## config.mk

```make
export PLATFORM = sky130hd
export DESIGN_NAME = prd_dma_engine
export DESIGN_NICKNAME = d
export VERILOG_FILES = /design/src/rtl/prd_pkg.sv /design/src/rtl/prd_entry_decode.sv /design/src/rtl/prd_beat_calc.sv /design/src/rtl/prd_dma_engine.sv
export SDC_FILE = /design/constraint.sdc
export NUM_CORES = 1
export LEC_CHECK = 0
export CORE_MARGIN = 3
export CORE_UTILIZATION = 51
export DETAILED_ROUTE_END_ITERATION = 7
export HOLD_SLACK_MARGIN = 0.08
export PLACE_DENSITY_LB_ADDON = 0.05
export SKIP_CTS_REPAIR_TIMING = 1
export SLEW_MARGIN = 15
export SYNTH_ARGS = -nofsm -noshare
export SYNTH_HDL_FRONTEND = slang
export SYNTH_SLANG_ARGS = --single-unit
```

## constraint.sdc

```tcl
create_clock -name clk -period 7.7 [get_ports clk]
set_input_delay 2.31 -clock clk [delete_from_list [all_inputs] [get_ports clk]]
set_output_delay 2.31 -clock clk [all_outputs]
set_load 0.05 [all_outputs]
```

## src/rtl/prd_pkg.sv

```systemverilog
package prd_pkg;
    localparam int CNT_W = 17;

    localparam logic [1:0] CODE_FAIL = 2'd0;
    localparam logic [1:0] CODE_OK   = 2'd1;
    localparam logic [1:0] CODE_OFF  = 2'd2;

    typedef enum logic [2:0] {
        S_IDLE = 3'd0,
        S_FET0 = 3'd1,
        S_FET1 = 3'd2,
        S_CHK  = 3'd3,
        S_BEAT = 3'd4,
        S_DONE = 3'd5
    } prd_state_e;
endpackage

```

## src/rtl/prd_entry_decode.sv

```systemverilog
module prd_entry_decode
    import prd_pkg::*;
#(
    parameter int AW = 32
) (
    input  logic [31:0]      base_word_i,
    input  logic [15:0]      len_bits_i,
    input  logic             last_bit_i,
    output logic [AW-1:0]    base_o,
    output logic [CNT_W-1:0] cnt_o,
    output logic             last_o
);
    logic [15:0] len_even;

    always_comb begin
        len_even = len_bits_i & 16'hFFFE;
        base_o   = AW'(base_word_i & 32'hFFFF_FFFE);
        last_o   = last_bit_i;
        if (len_even == 16'd0) begin
            cnt_o = CNT_W'(17'h1_0000);
        end else begin
            cnt_o = CNT_W'(len_even);
        end
    end
endmodule

```

## src/rtl/prd_beat_calc.sv

```systemverilog
module prd_beat_calc
    import prd_pkg::*;
#(
    parameter int LEN_W = 17
) (
    input  logic [1:0]       off_i,
    input  logic [CNT_W-1:0] cnt_i,
    input  logic [LEN_W-1:0] rem_i,
    output logic [2:0]       n_o,
    output logic [3:0]       be_o
);
    logic [2:0] room;
    logic [2:0] lim;
    logic [3:0] mask;

    always_comb begin
        room = 3'd4 - {1'b0, off_i};
        lim  = room;
        if (cnt_i < CNT_W'(room)) begin
            lim = cnt_i[2:0];
        end
        if (rem_i < LEN_W'(lim)) begin
            lim = rem_i[2:0];
        end
        mask = 4'((5'd1 << lim) - 5'd1);
        be_o = mask << off_i;
        n_o  = lim;
    end
endmodule

```

## src/rtl/prd_dma_engine.sv

```systemverilog
module prd_dma_engine
    import prd_pkg::*;
#(
    parameter int AW    = 32,
    parameter int LEN_W = 17
) (
    input  logic             clk,
    input  logic             rst_n,
    input  logic             arm_i,
    input  logic [AW-1:0]    tbl_ptr_i,
    input  logic             req_i,
    input  logic [LEN_W-1:0] req_len_i,
    input  logic             req_to_mem_i,
    output logic             busy_o,
    output logic             done_o,
    output logic [1:0]       code_o,
    output logic             active_o,
    output logic             error_o,
    output logic             mem_req_o,
    output logic             mem_we_o,
    output logic [AW-1:0]    mem_addr_o,
    output logic [3:0]       mem_be_o,
    output logic [31:0]      mem_wdata_o,
    input  logic             mem_ack_i,
    input  logic [31:0]      mem_rdata_i,
    input  logic [31:0]      dev_wdata_i,
    output logic             dev_pop_o,
    output logic [31:0]      dev_rdata_o,
    output logic             dev_push_o
);
    localparam logic [AW-1:0] ENTRY_STEP = AW'(8);
    localparam logic [AW-1:0] WORD_STEP  = AW'(4);
    localparam logic [AW-1:0] WORD_MASK  = ~AW'(3);

    typedef struct packed {
        prd_state_e       st;
        logic [AW-1:0]    ptr;
        logic [AW-1:0]    addr;
        logic [CNT_W-1:0] cnt;
        logic             last;
        logic [LEN_W-1:0] rem;
        logic             to_mem;
        logic             act;
        logic             err;
        logic [1:0]       code;
        logic             arming;
        logic [31:0]      w0;
    } eng_t;

    eng_t q, d;

    logic [AW-1:0]    dec_base;
    logic [CNT_W-1:0] dec_cnt;
    logic             dec_last;
    logic [2:0]       beat_n;
    logic [3:0]       beat_be;

    prd_entry_decode #(.AW(AW)) u_dec (
        .base_word_i (q.w0),
        .len_bits_i  (mem_rdata_i[15:0]),
        .last_bit_i  (mem_rdata_i[31]),
        .base_o      (dec_base),
        .cnt_o       (dec_cnt),
        .last_o      (dec_last)
    );

    prd_beat_calc #(.LEN_W(LEN_W)) u_beat (
        .off_i (q.addr[1:0]),
        .cnt_i (q.cnt),
        .rem_i (q.rem),
        .n_o   (beat_n),
        .be_o  (beat_be)
    );

    always_comb begin
        d = q;
        case (q.st)
            S_IDLE: begin
                if (arm_i) begin
                    d.ptr    = tbl_ptr_i & WORD_MASK;
                    d.act    = 1'b1;
                    d.arming = 1'b1;
                    d.st     = S_FET0;
                end else if (req_i) begin
                    if (!q.act) begin
                        d.code = CODE_OFF;
                        d.st   = S_DONE;
                    end else begin
                        d.rem    = req_len_i;
                        d.to_mem = req_to_mem_i;
                        d.arming = 1'b0;
                        d.st     = S_CHK;
                    end
                end
            end
            S_FET0: begin
                if (mem_ack_i) begin
                    d.w0 = mem_rdata_i;
                    d.st = S_FET1;
                end
            end
            S_FET1: begin
                if (mem_ack_i) begin
                    d.addr = dec_base;
                    d.cnt  = dec_cnt;
                    d.last = dec_last;
                    d.ptr  = q.ptr + ENTRY_STEP;
                    d.st   = q.arming ? S_IDLE : S_CHK;
                end
            end
            S_CHK: begin
                if (q.cnt == '0) begin
                    if (q.rem == '0) begin
                        d.err  = 1'b0;
                        d.code = CODE_OK;
                        if (q.last) begin
                            d.act = 1'b0;
                        end
                        d.st = S_DONE;
                    end else if (q.last) begin
                        d.err  = 1'b1;
                        d.code = CODE_FAIL;
                        d.st   = S_DONE;
                    end else begin
                        d.st = S_FET0;
                    end
                end else if (q.rem == '0) begin
                    d.err  = 1'b0;
                    d.code = CODE_OK;
                    d.st   = S_DONE;
                end else begin
                    d.st = S_BEAT;
                end
            end
            S_BEAT: begin
                if (mem_ack_i) begin
                    d.addr = q.addr + AW'(beat_n);
                    d.cnt  = q.cnt - CNT_W'(beat_n);
                    d.rem  = q.rem - LEN_W'(beat_n);
                    d.st   = S_CHK;
                end
            end
            S_DONE:  d.st = S_IDLE;
            default: d.st = S_IDLE;
        endcase
    end

    always_ff @(posedge clk) begin
        if (!rst_n) begin
            q <= '0;
        end else begin
            q <= d;
        end
    end

    always_comb begin
        busy_o      = (q.st != S_IDLE);
        done_o      = (q.st == S_DONE);
        code_o      = q.code;
        active_o    = q.act;
        error_o     = q.err;
        mem_req_o   = (q.st == S_FET0) || (q.st == S_FET1) || (q.st == S_BEAT);
        mem_we_o    = (q.st == S_BEAT) && q.to_mem;
        mem_wdata_o = dev_wdata_i;
        dev_rdata_o = mem_rdata_i;
        dev_pop_o   = (q.st == S_BEAT) && q.to_mem && mem_ack_i;
        dev_push_o  = (q.st == S_BEAT) && !q.to_mem && mem_ack_i;
        case (q.st)
            S_FET0:  mem_addr_o = q.ptr;
            S_FET1:  mem_addr_o = q.ptr + WORD_STEP;
            default: mem_addr_o = q.addr & WORD_MASK;
        endcase
        mem_be_o = (q.st == S_BEAT) ? beat_be : 4'hF;
    end

    p_hold_r11: assert property (@(posedge clk) disable iff (!rst_n)
        (mem_req_o && !mem_ack_i) |=> (mem_req_o && $stable(mem_addr_o)
                                       && $stable(mem_we_o) && $stable(mem_be_o)));

    p_be_nonzero_r10: assert property (@(posedge clk) disable iff (!rst_n)
        mem_req_o |-> (mem_be_o != 4'h0));

    p_off_reply_r4: assert property (@(posedge clk) disable iff (!rst_n)
        (req_i && !arm_i && !busy_o && !active_o) |=> (done_o && code_o == CODE_OFF && !mem_req_o));

    p_err_on_fail_r7: assert property (@(posedge clk) disable iff (!rst_n)
        $rose(error_o) |-> (done_o && code_o == CODE_FAIL));

    p_act_drop_r8: assert property (@(posedge clk) disable iff (!rst_n)
        $fell(active_o) |-> (done_o && code_o == CODE_OK && !error_o));
endmodule

```

After elaboration in Yosys (flattened, before gate mapping). Index checks and enable logic that the tools add are counted.

Register bits after elaboration: 140. Input port bits: 119.

Bitwise logic cells: 1. Shifts and indexed selects: 2. Reductions and logical operators: 31. Equal/unequal tests: 19. Order comparisons: 2. Mux-type cells: 41. Add/sub/neg operators: 7.

Operators by type and width (count): $pmux W32 S2 (2); $pmux W49 S2 (1); $mux W85 (1); $mux W18 (3); $mux W49 (1); $mux W3 (15); $logic_not A17 Y1 (2); $lt A17 B3 Y1 (2); $mux W17 (2); $pmux W17 S2 (1); $sub A17 B3 Y17 (2); $add A32 B3 Y32 (1); $add A32 B3 Y32 const B (1); $add A32 B4 Y32 const B (1); $mux W32 (1); $ne A2 B2 Y1 const B (11); $logic_not A16 Y1 (1); $reduce_bool A2 Y1 (8); $pmux W3 S5 (1); $reduce_and A3 Y1 (4); $reduce_and A5 Y1 (2); $ne A3 B3 Y1 const B (3); $reduce_and A4 Y1 (2); $mux W1 (7); 19 further kinds (28).

Longest topological paths before layout.
Depth after elaboration: 9. Depth in mapped cells: 26. Depth with buffers taken out: 26.

By module. Synthesis repeated with hierarchy kept, for this count alone.

Cell total of the unflattened synthesis: 1402. Area total of the unflattened synthesis: 10488.8 um^2.

By module, submodules not included: prd_dma_engine (instances 1, area each 9669.3 um^2, cells an instance 1279, seq. area each 2762.6 um^2); prd_beat_calc (instances 1, area each 471.7 um^2, cells an instance 68, seq. area each 0.0 um^2); prd_entry_decode (instances 1, area each 347.8 um^2, cells an instance 55, seq. area each 0.0 um^2).

Worst setup path before layout. No wires, ideal clock.

Path type: register -> output. From: reg q[74] (netlist bit). To: out mem_be_o[1]. Path buffers: 0. Cell stages (with the launch flop): 16. Data arrival time: 4971 ps. Slack: 419 ps. Data required time: 5390 ps. Cell sequence: dfxtp_1 > inv_1 > ha_1 > inv_1 > ha_1 > o21ai_0 > o211ai_1 > nor2_1 > mux2i_1 > inv_1 > ha_1 > o211a_1 > a2111oi_4 > mux2i_1 > a21oi_1 > o21ai_0.

Longest elaborated chain between the ends: 9.

RTL lines: start: declaration (line prd_dma_engine.sv:50) `eng_t q, d;`; start signal: assignment (line prd_dma_engine.sv:150) `q <= '0;`; start signal: assignment (line prd_dma_engine.sv:152) `q <= d;`; $sub A3 B2 Y3 (line prd_beat_calc.sv:17) `room = 3'd4 - {1'b0, off_i};`; $lt A17 B3 Y1 (line prd_beat_calc.sv:19) `if (cnt_i < CNT_W'(room)) begin`; $mux W3 (line prd_beat_calc.sv:19); $lt A17 B3 Y1 (line prd_beat_calc.sv:22) `if (rem_i < LEN_W'(lim)) begin`; $mux W3 (line prd_beat_calc.sv:22); $shl A1 B3 Y4 (line prd_beat_calc.sv:25) `mask = 4'((5'd1 << lim) - 5'd1);`; $sub A4 B1 Y4 (line prd_beat_calc.sv:25); $shl A4 B2 Y4 (*) (line prd_beat_calc.sv:26) `be_o = mask << off_i;`; $mux W4 (*) (line prd_dma_engine.sv:173) `mem_be_o = (q.st == S_BEAT) ? beat_be : 4'hF;`; end: declaration (line prd_dma_engine.sv:22) `output logic [3:0] mem_be_o,`.

Mark *: on every way between the ends. The rest lies on a longest branch, timed or not.

Final worst setup path. Same ends and word-level chain as after synthesis.

==> results.cfg <==
[timing]
hold_violations = 0
clock.fmax_mhz = 136
fin_crit_ps = 7350
slew_headroom_pct = 24.1
timing.final.crit_share_pct = 95.5
fin_tns_setup_ps = 0
rsz0062_at_grt = no
worst_pin_slew_ps = 1140
finClkSkew_ps = 14.7
drv_slew = 0
setup_violations = 0

[global_route]
first_global_vias = 9134
grt_max_degree = 65
antenna_found_initial = 0
grt.busiest_layer = met2
grt.met1_usage_pct = 43.4
grt_use_total_pct = 30.7
grt_pass1_wl_mm = 49.4
use_met3_pct = 6.85
gr-total-overflow = 0
grt.met2_usage_pct = 47.5

[setup_path]
r2r_cells = 25
worstSetupStartpointType = flip-flop
reg2reg_slack_ps = 1250
crit_path_end_kind = primary output
crit_required_ps = 5390
crit_chain = inv_1, ha_1, inv_1, ha_1, o21ai_0, o211ai_1, nor2_2, mux2i_4, inv_1, ha_1, o211a_1, a2111oi_4, buf_4, mux2_4, inv_1, nand2_1, a21oi_1, o21ai_0, buf_12
crit_end = mem_be_o[1]
slowest_stage = a2111oi_4
path_max_fanout = 9
r2r-end = q[103]
arrival_ps = 5040
crit_start = q[74]
path_class = flip-flop to primary output
max_stage_delay_ps = 410
r2r_start = q[74]
path_common_cell = inv_1

[drt]
dr.pass1.iters = 5
drc = 0
finalWirelength_mm = 31.4
wire_per_inst_um = 19.7
viasPerCell = 6.33
postRouteAntennaNets = 0
vias = 10104
drtIter0Drc = 1022

[job]
max_cap_violations = 0

[power_and_ir_drop]
power_frac_clock_pct = 16.5
p_sw_uw = 2650
power_frac_seq_pct = 21.5
comb_power_share_pct = 62.0
peakVddDrop_mv = 0.361
leakagePower_uw = 0.00408
p_sw_share_pct = 50.8
p_int_uw = 2560
powerDensity_mw_per_mm2 = 467

[final_layout]
layout_common_cells = 201 x nand2_1, 153 x a21oi_1, 152 x clkdlybuf4s50_1
syn_to_final_growth_pct = 20.1
utilization_pct = 63.6
drive_gt1_share_pct = 6.34
final_common_cell = nand2_1
num_antenna_cells = 0
final_nets = 1495

[yosys]
synth-xor-area-share_pct = 2.17
syn_area_sq_mm = 0.00928
synth_compound_area_share_pct = 28.8
synth.mux.area_fraction_pct = 1.42
syn_inst = 1313
synth_top_family_by_area = compound AO/OA/AOI/OAI gates
synth_edf_count = 0
avgSynthCellArea_sq_um = 7.07
synthAdderAreaFrac_pct = 2.37
ys_seq_elements = 137
async_flop_share_pct = 0
yosys.area.top_type = dfxtp_1
yosysSeqAreaShare_pct = 29.5
synth_area_leaders = dfxtp_1 30%, a21oi_1 8.2%, nand2_1 8.2%, o21ai_0 6.3%, buf_4 5.5%
ys.flop_type = dfxtp_1
yosysUniqueCellTypes = 73
synth-simple-area-share_pct = 25.5
ys_warn_count = 0
synth.top_cell.area_share_pct = 29.5

[floorplanning]
dieArea_sq_mm = 0.0199
coreArea_sq_mm = 0.0175
die_h_um = 141
rows = 48
io_pins = 229
initial_core_util_pct = 52.9
die_w_um = 141

[cts]
htreeDepth = 4
cts_sinks = 137
cts_made_buffers = 17
clockBufferDepth = 2
clock_latency_ps = 440
clockRootBuffer = clkbuf_16
cts_tree = done
clk_pin_slew_worst_paths_ps = 60

[place]
routabilityCongestion = 0.945
io_buffers = 158
dp_hpwl_mm = 21.7

[worst_hold_path]
hold_path_depth = 2
min-delay-start = q[21]
hold_path_class = flip-flop to flip-flop

[outcome]
status = finished, final reports clean
==> synthesized netlist by cell type (7+ instances only) <==
master	count
a211oi_1	15
a21o_1	7
a21oi_1	153
a221o_1	13
a221oi_1	10
a22oi_1	17
a31oi_1	17
and2_1	11
and3_1	21
buf_4	68
clkbuf_1	84
dfxtp_1	137
ha_1	16
inv_1	28
mux2i_1	9
nand2_1	202
nand3_1	44
nand4_1	12
nor2_1	108
nor3_1	51
nor4_1	15
o211ai_1	9
o21ai_0	117
o221ai_1	8
o22ai_1	11
o311ai_0	9
xnor2_1	14
xor2_1	9
==> flip-flops by register name, summed over array words and instances (netlist names) <==
register  flops
q           133
active_o      1
code_o        2
error_o       1
==> worst min path at each step <==
stage	slack, ps	end
after CTS	450	q[21]
after detailed placement	450	q[21]
after global routing	470	q[5]
final	450	q[21]
after floorplan	430	q[79]
after global placement	440	q[29]
==> power groups by stage <==
stage	Clock, uW	Sequential [uW]	Combinational [uW]
detailed placement	0	1120	3130
global placement	0	1120	3090
finish	859	1120	3230
global route	889	1140	3520
floorplan	0	1010	2390
CTS	859	1110	3150
==> kinds of logic after synthesis <==
logic type               Yosys count
AO/OA/AOI/OAI                    430
XOR/XNOR                          23
adder cells (fa/ha/maj)           17
buffers and inverters            183
flip-flops                       137
multiplexers                      12
other                              1
AND/OR/NAND/NOR                  510
==> per-layer routing <==
layer | up-vias | share of wire, %
li1 | 4796 | -
met1 | 4741 | 44
met2 | 522 | 45
met3 | 45 | 9.2
met4 | 0 | 1.5
met5 | - | 0
==> critical path, delay by kind of cell, from the launching register on <==
kind	cells	cell delay [ps]
AOI/OAI and AO/OA	6	1260
adders and majority gates	3	860
buffers and inverters	6	980
DFF	1	400
muxes	2	720
and+or+nand+nor	2	380
==> metrics by stage <==
step	cell area (sq um)	power, uW	std cells	hold slack [ps]	setup slack, ps
2_1_floorplan	9290	3410	1314	430	419
3_3_place_gp	10500	4210	1564	441	787
3_5_place_dp	10500	4260	1564	446	677
4_1_cts	11100	5120	1596	455	196
5_1_grt	11100	5550	1597	474	15.0
6_report	11100	5210	1597	454	346
==> final cells by class <==
cell class	count	area (sq um)
Fill cell	1611	6390
Multi-Input combinational cell	994	5630
Sequential cell	137	2740
Timing Repair Buffer	181	1790
Clock buffer	18	439
Tap cell	225	282
Clock inverter	14	161
Inverter	28	105
Power figures use the tool's default switching activity.
